$ cat src/rtl/sq_pkg.sv
package sq_pkg;
  localparam int SIZE_W = 4;

  function automatic logic sizeLegal(input logic [SIZE_W-1:0] s);
    return (s == 4'd1) || (s == 4'd2) || (s == 4'd4) || (s == 4'd8);
  endfunction
endpackage

$ cat src/rtl/sq_ctrl.sv
module sq_ctrl #(
  parameter int SLOTS = 5,
  parameter int PORTS = 2,
  parameter int SEQ_W = 16,
  parameter int IDX_W = 3,
  parameter int CNT_W = 3,
  parameter type strobe_t = logic
) (
  input  logic                   clk,
  input  logic                   rstN,
  input  logic                   allocValid,
  input  logic                   commitValid,
  input  logic [SEQ_W-1:0]       commitSeq,
  input  logic                   squashValid,
  input  logic [SEQ_W-1:0]       squashSeq,
  input  logic                   cacheBlocked,
  input  logic                   rspValid,
  input  logic [IDX_W-1:0]       rspIdx,
  input  logic [SEQ_W-1:0]       entSeq [SLOTS],
  input  logic [3:0]             entSize [SLOTS],
  input  logic [SLOTS-1:0]       eligible,
  input  logic [SLOTS-1:0]       sent,
  input  logic [SLOTS-1:0]       done,
  output strobe_t                strobe,
  output logic [PORTS-1:0]       laneValid,
  output logic [PORTS*IDX_W-1:0] laneIdx,
  output logic [IDX_W-1:0]       allocIdx,
  output logic                   full,
  output logic [CNT_W-1:0]       count
);
  localparam int LANE_W = $clog2(PORTS + 1);
  localparam logic [IDX_W-1:0] LAST = IDX_W'(SLOTS - 1);

  logic [IDX_W-1:0] headPtr, wbPtr, tailPtr;
  logic [CNT_W-1:0] toWrite;

  function automatic logic [IDX_W-1:0] wrapInc(input logic [IDX_W-1:0] i);
    return (i == LAST) ? '0 : i + 1'b1;
  endfunction

  function automatic logic [IDX_W-1:0] wrapDec(input logic [IDX_W-1:0] i);
    return (i == '0) ? LAST : i - 1'b1;
  endfunction

  // commit walk
  logic [SLOTS-1:0] eligSetV, eligAfter;
  logic [CNT_W-1:0] marks;
  always_comb begin
    logic [IDX_W-1:0] idx;
    logic stop;
    eligSetV = '0;
    marks = '0;
    idx = headPtr;
    stop = !commitValid;
    for (int k = 0; k < SLOTS; k++) begin
      if (!stop) begin
        if (idx == tailPtr) stop = 1'b1;
        else if (!eligible[idx] && entSeq[idx] > commitSeq) stop = 1'b1;
        else begin
          if (!eligible[idx]) begin
            eligSetV[idx] = 1'b1;
            marks = marks + 1'b1;
          end
          idx = wrapInc(idx);
        end
      end
    end
    eligAfter = eligible | eligSetV;
  end

  // squash walk from the young end
  logic [IDX_W-1:0] squashTail;
  always_comb begin
    logic [IDX_W-1:0] idx;
    logic stop;
    squashTail = tailPtr;
    idx = wrapDec(tailPtr);
    stop = !squashValid;
    for (int k = 0; k < SLOTS; k++) begin
      if (!stop) begin
        if (squashTail == headPtr || eligAfter[idx] || entSeq[idx] <= squashSeq) stop = 1'b1;
        else begin
          squashTail = idx;
          idx = wrapDec(idx);
        end
      end
    end
  end

  // writeback walk
  logic [SLOTS-1:0] sentSetV, zeroDoneV;
  logic [CNT_W-1:0] zeroCnt;
  logic [IDX_W-1:0] wbNext;
  always_comb begin
    logic [IDX_W-1:0] idx;
    logic [CNT_W-1:0] pending;
    logic [LANE_W-1:0] lane;
    logic stop;
    sentSetV = '0;
    zeroDoneV = '0;
    zeroCnt = '0;
    laneValid = '0;
    laneIdx = '0;
    idx = wbPtr;
    pending = toWrite;
    lane = '0;
    stop = 1'b0;
    for (int k = 0; k < SLOTS; k++) begin
      if (!stop) begin
        if (pending == '0 || idx == tailPtr || !eligible[idx]) stop = 1'b1;
        else if (entSize[idx] == 4'd0) begin
          zeroDoneV[idx] = 1'b1;
          zeroCnt = zeroCnt + 1'b1;
          pending = pending - 1'b1;
          idx = wrapInc(idx);
        end else if (cacheBlocked || lane == LANE_W'(PORTS)) stop = 1'b1;
        else begin
          laneValid[lane] = 1'b1;
          laneIdx[lane*IDX_W +: IDX_W] = idx;
          sentSetV[idx] = 1'b1;
          lane = lane + 1'b1;
          idx = wrapInc(idx);
        end
      end
    end
    wbNext = idx;
  end

  // completion and in-order release
  logic [SLOTS-1:0] rspDoneV, doneAfter, relMask;
  logic [IDX_W-1:0] headNext;
  always_comb begin
    logic [IDX_W-1:0] h;
    logic stop;
    rspDoneV = '0;
    if (rspValid && sent[rspIdx]) rspDoneV[rspIdx] = 1'b1;
    doneAfter = done | zeroDoneV | rspDoneV;
    relMask = '0;
    h = headPtr;
    stop = 1'b0;
    for (int k = 0; k < SLOTS; k++) begin
      if (!stop) begin
        if (h != tailPtr && doneAfter[h]) begin
          relMask[h] = 1'b1;
          h = wrapInc(h);
        end else stop = 1'b1;
      end
    end
    headNext = h;
  end

  logic allocOk;
  assign full     = (wrapInc(tailPtr) == headPtr);
  assign allocOk  = allocValid && !squashValid && !full;
  assign allocIdx = tailPtr;
  assign count    = (tailPtr >= headPtr) ? CNT_W'(tailPtr - headPtr)
                                         : CNT_W'(SLOTS - int'(headPtr) + int'(tailPtr));

  always_comb begin
    strobe.allocWe  = allocOk;
    strobe.allocIdx = tailPtr;
    strobe.eligSet  = eligSetV;
    strobe.sentSet  = sentSetV;
    strobe.doneSet  = zeroDoneV | rspDoneV;
    strobe.relClr   = relMask;
  end

  always_ff @(posedge clk) begin
    if (!rstN) begin
      headPtr <= '0;
      wbPtr   <= '0;
      tailPtr <= '0;
      toWrite <= '0;
    end else begin
      headPtr <= headNext;
      wbPtr   <= wbNext;
      if (squashValid) tailPtr <= squashTail;
      else if (allocOk) tailPtr <= wrapInc(tailPtr);
      toWrite <= toWrite + marks - zeroCnt - CNT_W'(|rspDoneV);
    end
  end
endmodule

$ cat src/rtl/sq_data.sv
module sq_data #(
  parameter int SLOTS  = 5,
  parameter int PORTS  = 2,
  parameter int SEQ_W  = 16,
  parameter int LQ_W   = 4,
  parameter int ADDR_W = 32,
  parameter int DATA_W = 64,
  parameter int IDX_W  = 3,
  parameter type strobe_t = logic
) (
  input  logic                    clk,
  input  logic                    rstN,
  input  strobe_t                 strobe,
  input  logic [SEQ_W-1:0]        allocSeq,
  input  logic [LQ_W-1:0]         allocLqTag,
  input  logic [ADDR_W-1:0]       allocAddr,
  input  logic [DATA_W-1:0]       allocData,
  input  logic [3:0]              allocSize,
  input  logic [PORTS-1:0]        laneValid,
  input  logic [PORTS*IDX_W-1:0]  laneIdx,
  output logic [SEQ_W-1:0]        entSeq [SLOTS],
  output logic [3:0]              entSize [SLOTS],
  output logic [SLOTS-1:0]        eligible,
  output logic [SLOTS-1:0]        sent,
  output logic [SLOTS-1:0]        done,
  output logic [PORTS*IDX_W-1:0]  reqIdx,
  output logic [PORTS*ADDR_W-1:0] reqAddr,
  output logic [PORTS*DATA_W-1:0] reqData,
  output logic [PORTS*4-1:0]      reqSize,
  output logic [PORTS*LQ_W-1:0]   reqLqTag,
  output logic                    sizeError
);
  logic [LQ_W-1:0]   entLq   [SLOTS];
  logic [ADDR_W-1:0] entAddr [SLOTS];
  logic [DATA_W-1:0] entData [SLOTS];

  for (genvar i = 0; i < SLOTS; i++) begin : g_slot
    always_ff @(posedge clk) begin
      if (strobe.allocWe && strobe.allocIdx == IDX_W'(i)) begin
        entSeq[i]  <= allocSeq;
        entLq[i]   <= allocLqTag;
        entAddr[i] <= allocAddr;
        entData[i] <= allocData;
        entSize[i] <= allocSize;
      end
    end

    always_ff @(posedge clk) begin
      if (!rstN) begin
        eligible[i] <= 1'b0;
        sent[i]     <= 1'b0;
        done[i]     <= 1'b0;
      end else if ((strobe.allocWe && strobe.allocIdx == IDX_W'(i)) || strobe.relClr[i]) begin
        eligible[i] <= 1'b0;
        sent[i]     <= 1'b0;
        done[i]     <= 1'b0;
      end else begin
        eligible[i] <= eligible[i] | strobe.eligSet[i];
        sent[i]     <= sent[i] | strobe.sentSet[i];
        done[i]     <= done[i] | strobe.doneSet[i];
      end
    end
  end

  logic [PORTS-1:0] laneBad;
  for (genvar l = 0; l < PORTS; l++) begin : g_lane
    logic [IDX_W-1:0] sel;
    assign sel = laneIdx[l*IDX_W +: IDX_W];
    assign reqIdx[l*IDX_W +: IDX_W]    = sel;
    assign reqAddr[l*ADDR_W +: ADDR_W] = laneValid[l] ? entAddr[sel] : '0;
    assign reqData[l*DATA_W +: DATA_W] = laneValid[l] ? entData[sel] : '0;
    assign reqSize[l*4 +: 4]           = laneValid[l] ? entSize[sel] : '0;
    assign reqLqTag[l*LQ_W +: LQ_W]    = laneValid[l] ? entLq[sel] : '0;
    assign laneBad[l] = laneValid[l] && !sq_pkg::sizeLegal(entSize[sel]);
  end
  assign sizeError = |laneBad;
endmodule

$ cat src/rtl/store_queue.sv
module store_queue #(
  parameter int DEPTH  = 4,
  parameter int PORTS  = 2,
  parameter int SEQ_W  = 16,
  parameter int LQ_W   = 4,
  parameter int ADDR_W = 32,
  parameter int DATA_W = 64,
  localparam int SLOTS = DEPTH + 1,
  localparam int IDX_W = $clog2(SLOTS),
  localparam int CNT_W = $clog2(SLOTS + 1)
) (
  input  logic                    clk,
  input  logic                    rstN,
  input  logic                    allocValid,
  input  logic [SEQ_W-1:0]        allocSeq,
  input  logic [LQ_W-1:0]         allocLqTag,
  input  logic [ADDR_W-1:0]       allocAddr,
  input  logic [DATA_W-1:0]       allocData,
  input  logic [3:0]              allocSize,
  output logic [IDX_W-1:0]        allocIdx,
  output logic                    full,
  output logic [CNT_W-1:0]        count,
  input  logic                    commitValid,
  input  logic [SEQ_W-1:0]        commitSeq,
  input  logic                    squashValid,
  input  logic [SEQ_W-1:0]        squashSeq,
  input  logic                    cacheBlocked,
  output logic [PORTS-1:0]        reqValid,
  output logic [PORTS*IDX_W-1:0]  reqIdx,
  output logic [PORTS*ADDR_W-1:0] reqAddr,
  output logic [PORTS*DATA_W-1:0] reqData,
  output logic [PORTS*4-1:0]      reqSize,
  output logic [PORTS*LQ_W-1:0]   reqLqTag,
  output logic                    sizeError,
  input  logic                    rspValid,
  input  logic [IDX_W-1:0]        rspIdx
);
  typedef struct packed {
    logic             allocWe;
    logic [IDX_W-1:0] allocIdx;
    logic [SLOTS-1:0] eligSet;
    logic [SLOTS-1:0] sentSet;
    logic [SLOTS-1:0] doneSet;
    logic [SLOTS-1:0] relClr;
  } strobe_t;

  strobe_t                strobe;
  logic [SEQ_W-1:0]       entSeq  [SLOTS];
  logic [3:0]             entSize [SLOTS];
  logic [SLOTS-1:0]       eligible, sent, done;
  logic [PORTS*IDX_W-1:0] laneIdx;

  sq_ctrl #(.SLOTS(SLOTS), .PORTS(PORTS), .SEQ_W(SEQ_W), .IDX_W(IDX_W),
            .CNT_W(CNT_W), .strobe_t(strobe_t)) u_ctrl (
    .clk(clk), .rstN(rstN), .allocValid(allocValid),
    .commitValid(commitValid), .commitSeq(commitSeq),
    .squashValid(squashValid), .squashSeq(squashSeq),
    .cacheBlocked(cacheBlocked), .rspValid(rspValid), .rspIdx(rspIdx),
    .entSeq(entSeq), .entSize(entSize), .eligible(eligible), .sent(sent), .done(done),
    .strobe(strobe), .laneValid(reqValid), .laneIdx(laneIdx),
    .allocIdx(allocIdx), .full(full), .count(count)
  );

  sq_data #(.SLOTS(SLOTS), .PORTS(PORTS), .SEQ_W(SEQ_W), .LQ_W(LQ_W),
            .ADDR_W(ADDR_W), .DATA_W(DATA_W), .IDX_W(IDX_W),
            .strobe_t(strobe_t)) u_data (
    .clk(clk), .rstN(rstN), .strobe(strobe),
    .allocSeq(allocSeq), .allocLqTag(allocLqTag), .allocAddr(allocAddr),
    .allocData(allocData), .allocSize(allocSize),
    .laneValid(reqValid), .laneIdx(laneIdx),
    .entSeq(entSeq), .entSize(entSize), .eligible(eligible), .sent(sent), .done(done),
    .reqIdx(reqIdx), .reqAddr(reqAddr), .reqData(reqData), .reqSize(reqSize),
    .reqLqTag(reqLqTag), .sizeError(sizeError)
  );
endmodule

$ cat config.mk
export PLATFORM = sky130hd
export DESIGN_NAME = store_queue
export DESIGN_NICKNAME = d
export VERILOG_FILES = /design/src/rtl/sq_pkg.sv /design/src/rtl/sq_ctrl.sv /design/src/rtl/sq_data.sv /design/src/rtl/store_queue.sv
export SDC_FILE = /design/constraint.sdc
export NUM_CORES = 2
export LEC_CHECK = 0
export CAP_MARGIN = 20
export CORE_ASPECT_RATIO = 0.75
export CORE_MARGIN = 2
export CORE_UTILIZATION = 48
export CTS_CLUSTER_DIAMETER = 30
export DETAILED_ROUTE_END_ITERATION = 10
export PLACE_DENSITY = 0.7
export SYNTH_ARGS = -nofsm -noshare
export SYNTH_HDL_FRONTEND = slang
export SYNTH_SLANG_ARGS = --single-unit
$ cat constraint.sdc
create_clock -name clk -period 29.7 [get_ports clk]
set_clock_uncertainty 0.15 [all_clocks]
set_input_delay 2.97 -clock clk [delete_from_list [all_inputs] [get_ports clk]]
set_output_delay 2.97 -clock clk [all_outputs]
set_load 0.02 [all_outputs]
Word-level counts from Yosys, hierarchy flattened
Memory sizes are Yosys's and may differ from the RTL's.
Cells that the tools add are included.
Word-level totals
  bits in writable memories: 500
  memories: 3
  output and inout port bits: 224
  register bits: 127
  logic and storage cells: 862
Cells by class
  shift operators: 8
  reductions and logical operators: 124
  $add $sub $neg: 44
  equality and inequality tests: 50
  $mul: 4
  bitwise operators: 57
  order comparisons: 71
  muxes and demuxes: 472
Memory list
  u_data.entData: depth 5, width 64, rd ports 2, clocked after Yosys merged registers in 0, wr ports 1, line sq_data.sv:35  | logic [DATA_W-1:0] entData [SLOTS];
  u_data.entAddr: depth 5, width 32, rd ports 2, clocked after Yosys merged registers in 0, wr ports 1, line sq_data.sv:34  | logic [ADDR_W-1:0] entAddr [SLOTS];
  u_data.entLq: depth 5, width 4, rd ports 2, clocked after Yosys merged registers in 0, wr ports 1, line sq_data.sv:33  | logic [LQ_W-1:0] entLq [SLOTS];
Operators with widths (number)
  binary-select mux 16 bit (select 3 bit): 10
  2-to-1 mux 3 bit: 138
  2-to-1 mux 64 bit: 6
  2-to-1 mux 16 bit: 20
  2-to-1 mux 5 bit: 63
  OR reduction 64 bit: 4
  2-to-1 mux 32 bit: 6
  negation 4 -> 34 bit: 4
  variable shift 3 x 34 -> 6 bit (first input constant): 4
  indexed part select 3 x 34 -> 6 bit: 4
  OR reduction 32 bit: 4
  2-to-1 mux 1 bit: 110
  OR 5 bit: 20
  2-to-1 mux 6 bit: 16
  2-to-1 mux 4 bit: 22
  binary-select mux 4 bit (select 3 bit): 7
  greater-than comparator 16 bit: 5
  less-or-equal comparator 16 bit: 5
  less-than comparator 3 x 4 -> 1 bit (second input constant): 20
  >= comparator 4 bit (second input constant): 17
  inverter 3 -> 4 bit: 17
  adder 3 x 1 -> 3 bit (second input constant): 22
  binary-select mux 1 bit (select 3 bit): 21
  2-to-1 mux 2 bit: 30
  other kinds (37): 255

Logic depth before layout (Yosys ltp)
  depth after elaboration: 85
  mapped depth: 193
  gate-level depth less buffers: 179

Modules after synthesis
From an unflattened synthesis, not the netlist that was laid out.
Second synthesis, totals
  cell total of the unflattened synthesis: 4483
  area, all modules: 47115.2 µm²
By module, submodules not included
  sq_data: area each 27138.5 µm², cells each 1417, times used 1, sequential area each 18317.6 µm²
  sq_ctrl: area each 19976.7 µm², cells each 3066, times used 1, sequential area each 240.2 µm²

Worst setup path after synthesis
No wires, ideal clock.
  path kind: in2reg
  start: input commitSeq[7]
  end: register u_ctrl.tailPtr[2], in the netlist u_ctrl.allocIdx[2]
  setup time: 0.119 ns
  stages on the path: 182
  path buffers: 23
  data arrival time: 31.818 ns
  setup slack: -2.386 ns
  cells stage by stage: inv_1 > ha_1 > a21oi_1 > o21ai_1 > a221o_1 > o31a_1 > buf_2 > a211oi_1 > nor2_1 > clkbuf_1 > nor3_1 > clkbuf_1 > a32o_1 > ha_1 > a21o_1 > a21o_1 > a21oi_1 > o21a_1 > [146 not listed] > ha_1 > nor2b_1 > o21ai_0 > nand2b_1 > a21oi_1 > nor2b_1 > o21ai_0 > nand2b_1 > a21oi_1 > nor2b_1 > o21ai_0 > nand2_1 > a21o_1 > a21oi_1 > a211oi_1 > o311a_1 > a21bo_2 > o221a_1
On the way
  cells in the longest elaborated chain, start to end: 81
  elaborated cells on any way between the ends: 199
  classes of those cells: add/sub (6); order compare (17); eq/ne (11); mux (126); bitwise (13); reduce/logical (26)
Ends and longest elaborated chain
  from (decl): line store_queue.sv:24  | input logic [SEQ_W-1:0] commitSeq,
  greater-than comparator 16 bit: line sq_ctrl.sv:58  | else if (!eligible[idx] && entSeq[idx] > commitSeq) stop = 1'b1;
  logical AND 1 bit: line sq_ctrl.sv:58
  2-to-1 mux 3 bit: line sq_ctrl.sv:58
  2-to-1 mux 3 bit: line sq_ctrl.sv:57  | if (idx == tailPtr) stop = 1'b1;
  2-to-1 mux 3 bit: line sq_ctrl.sv:56  | if (!stop) begin
  inverter 3 -> 4 bit (implied by the code): line sq_ctrl.sv:58
  binary-select mux 16 bit (select 3 bit): line sq_ctrl.sv:58
  2-to-1 mux 16 bit (implied by the code) (2 in a row): line sq_ctrl.sv:58
  [63 not listed]
  inverter 3 -> 4 bit (implied by the code): line sq_ctrl.sv:81  | if (squashTail == headPtr || eligAfter[idx] || entSeq[idx] <= squashSeq) stop = 1'b1;
  binary-select mux 16 bit (select 3 bit): line sq_ctrl.sv:81
  2-to-1 mux 16 bit (implied by the code) (2 in a row): line sq_ctrl.sv:81
  less-or-equal comparator 16 bit: line sq_ctrl.sv:81
  logical OR 1 bit: line sq_ctrl.sv:81
  2-to-1 mux 3 bit: line sq_ctrl.sv:81
  2-to-1 mux 3 bit (*): line sq_ctrl.sv:80  | if (!stop) begin
  2-to-1 mux 3 bit (*): line sq_ctrl.sv:177  | if (squashValid) tailPtr <= squashTail;
  to (signal assigned): line sq_ctrl.sv:177
  to (signal assigned): line sq_ctrl.sv:178  | else if (allocOk) tailPtr <= wrapInc(tailPtr);
  to (decl): line sq_ctrl.sv:34  | logic [IDX_W-1:0] headPtr, wbPtr, tailPtr;
Mark *: on every way between the ends. The rest lies on a longest branch, timed or not. The select of a mux whose other input is x is not followed.
A chain may end at the register's enable or synchronous reset.

Worst setup path after layout
  start: input commitSeq[11]
  end: register u_ctrl.tailPtr[2], in the netlist u_ctrl.allocIdx[2]
The elaborated chain is that of the path after synthesis.

==> impl_metrics.toml <==
[yosys]
synth_nets = 5797
ys_types = 117
syn_area_per_cell_um2 = 8.837
yosysTopAreaCellShare_pct = 37.75
ys_seq_area_share_pct = 38.88
netlist_instances = 5401
ys_seq_elements = 627
yosys.area.top_type = "edfxtp_1"
synth_area_um2 = 47730
synth_ff_type = "edfxtp_1"
async_flop_share_pct = 0
ys_warn_count = 0
synth_area_leaders = "edfxtp_1 38%, nand2_1 7.1%, ha_1 6.0%"
synth_edf_count = 600

[setup_path]
crit_path_max_incr_delay_ns = 0.45
rr_endpoint = "u_ctrl.allocIdx[2]$_SDFFE_PN0P_"
worst_setup_path_start_kind = "primary input"
path_class = "in -> reg"
worstSetupEndpointType = "register"
ff2ff_setup_slack_ns = 1.56
r2r_start = "u_ctrl.headPtr[2]$_SDFF_PN0_"
crit_arrival_ns = 29.48
cp_max_fo = 17
slowest_stage = "clkdlybuf4s50_1"
reg2reg_depth = 164
required_ns = 30.08

[clock_tree]
root_buffer = "clkbuf_16"
clock_latency_ns = 0.71
path_clk_slew_ns = 0.05
cts_sinks = 627
cts_buffers = 111
cts_max_level = 3
clock_path_buffers = 3
cts_tree = "done"

[die]
io_pins = 386
dieArea_um2 = 102000
die-width_um = 368.1
die_y_um = 277.1
num_rows = 100
start_util_pct = 48.29
core_um2 = 98840

[global_route]
grt_pass1_wl_um = 287400
gr-total-overflow = 0
grtUsageTotal_pct = 36.80
grt_max_degree = 132
grt_pass1_vias = 45650
antenna_found_initial = 17

[run]
maxCapViolations = 0

[timing]
hold_violations = 0
finalSetupViolCount = 0
max_freq_mhz = 34.37
finalMaxSlewViolations = 0
finalCritPeriodShare_pct = 97.97
period_needed_ns = 29.10
rsz0062_at_grt = "yes"
worst_pin_slew_ns = 1.182
slew_headroom_pct = 20.59

[run_status]
status = "complete, no violations"

[power]
power_mw = 6.052
power_per_cell_area_nw_per_um2 = 100.6
vdd_drop_max_uv = 83.31
p_leak_nw = 22.29

[drt]
detail_route.vias_per_cell = 6.605
drt_wl_total_um = 196900
final_antenna_net_count = 0
wire_per_inst_um = 26.80
num_vias = 48520
drtIter0Drc = 6806
firstDrtPassIters = 9
drc_errors = 0

[place]
routabilityCongestion = 1.041
dp.cells = 7082
hpwl_um = 132000
portBuffers = 385

[worst_hold_path]
worstHoldEndpoint = "u_ctrl.toWrite[0]$_SDFF_PN0_"
holdPathStages = 2
min_path_type = "reg -> reg"
min-delay-start = "u_ctrl.toWrite[0]$_SDFF_PN0_"

[final_layout]
drive_gt1_share_pct = 15.59
nets = 6311
nFillCells = 8306
layout.cells.non_filler = 7346
area_growth_pct = 26.05
==> layout make-up <==
type | count | area (µm²) | share of cell area (%)
Antenna cell | 10 | 25.02 | 0.04159
Timing Repair Buffer | 865 | 7741 | 12.87
Clock buffer | 126 | 2865 | 4.763
Multi-Input combinational cell | 4205 | 27830 | 46.26
Clock inverter | 82 | 1064 | 1.768
Sequential cell | 627 | 18560 | 30.85
Inverter | 105 | 414.1 | 0.6884
Tap cell | 1326 | 1659 | 2.758
==> metal layers <==
| layer | vias to the layer above | track usage (%) | wire length, µm |
|---|---|---|---|
| met2 | 3315 | 51.36 | 80610 |
| met4 | 14 | 11.92 | 6461 |
| met1 | 23360 | 53.58 | 82200 |
| met5 | - | 0 | 88 |
| met3 | 468 | 11.67 | 27490 |
| li1 | 21360 | - | - |
==> cells in the final DEF, fill, tap and decap left out, drive strengths merged, types with 51 or more instances in the layout <==
master / count
nand2: 907
a31oi: 104
buf: 476
ha: 229
clkdlybuf4s50: 384
and2: 122
nor3: 74
o21ai: 176
a211oi: 249
a311oi: 114
edfxtp: 600
a22oi: 60
nor2: 402
inv: 110
a21oi: 458
nor2b: 51
mux2i: 233
nand3: 128
and3: 123
clkbuf: 130
==> cells in the mapped netlist (all sizes together), types with 44 or more instances <==
library cell    n
inv            97
and3          123
nor2b          51
nand2         907
a22oi          60
edfxtp        600
nor3           74
and2          122
a21o           44
o21ai         176
ha            229
buf            90
a31oi         104
nand3         128
a211oi        249
a21oi         458
mux2i         233
clkbuf        374
a311oi        114
nor2          402
xnor2          48
o22a           45
nand4          45
==> timing repair <==
| item | CTS | global route |
|---|---|---|
| hold buffers | 0 | 0 |
| endpoints found under the hold margin | 0 | 0 |
| setup endpoints to repair | 3 | 3 |
| pin swaps | 3 | 118 |
| gates resized for setup | 9 | 147 |
| gates cloned | 0 | 5 |
| buffers inserted | 2 | 40 |
==> power by group <==
group | total (mW) | leakage, nW | internal, mW | switching, mW
clock | 1.32 | 1.88 | 0.841 | 0.475
sequential | 1.11 | 5.65 | 1.06 | 0.0468
combinational | 3.63 | 14.8 | 1.60 | 2.03
==> flip-flops by register name (all words and copies together), names as in the netlist, 5 cells and up <==
register and cells:
u_data.entLq 20, u_data.done 5, u_data.entSize 20, u_data.entSeq 80
u_data.eligible 5, u_data.entAddr 160, u_data.sent 5, u_data.entData 320
==> worst max-delay path: cells and delay by family <==
kind	cells	cell delay (ns)
AO/OA/AOI/OAI	89	14.82
AND/OR/NAND/NOR	40	4.87
buffers and inverters	20	3.15
adder cells (fa/ha/maj)	9	2.52
multiplexers	4	1.10
==> metrics by stage <==
step	util, %	setup slack, ns	cell area, µm²	TNS, ns	hold slack (ns)
after global routing	60.86	-0.8291	60160	-2.424	0.5620
after floorplan	-	0.01234	47960	0	0.4075
final	60.87	0.6031	60160	0	0.5347
after global placement	55.79	-0.5935	55140	-1.717	0.4974
after CTS	59.82	0.01306	59120	0	0.5156
after detailed placement	55.79	-1.084	55140	-3.203	0.5058
==> cells by family (layout without fill, tap and decap cells) <==
family,after synthesis,after routing,share of synthesized area (%)
muxes,288,288,6.596
AOI/OAI and AO/OA,1612,1612,23.19
and+or+nand+nor,2013,2013,19.45
buffers and inverters,569,1178,4.603
DFF,627,627,38.88
other,0,10,0
adders and majority gates,234,234,6.213
xor gates and xnor gates,58,58,1.064
==> how the worst max path moves through the flow <==
stage / start / to / slack (ns)
2_1_floorplan: commitSeq[7] / u_ctrl.allocIdx[2]$_SDFFE_PN0P_ / 0.01
3_3_place_gp: commitSeq[7] / u_ctrl.allocIdx[2]$_SDFFE_PN0P_ / -0.59
3_5_place_dp: commitSeq[11] / u_ctrl.allocIdx[1]$_SDFFE_PN0P_ / -1.08
4_1_cts: commitSeq[11] / u_ctrl.allocIdx[1]$_SDFFE_PN0P_ / 0.01
5_1_grt: commitSeq[5] / u_ctrl.allocIdx[2]$_SDFFE_PN0P_ / -0.83
6_report: commitSeq[11] / u_ctrl.allocIdx[2]$_SDFFE_PN0P_ / 0.60
No activity file was read; power rests on OpenSTA's default activity.
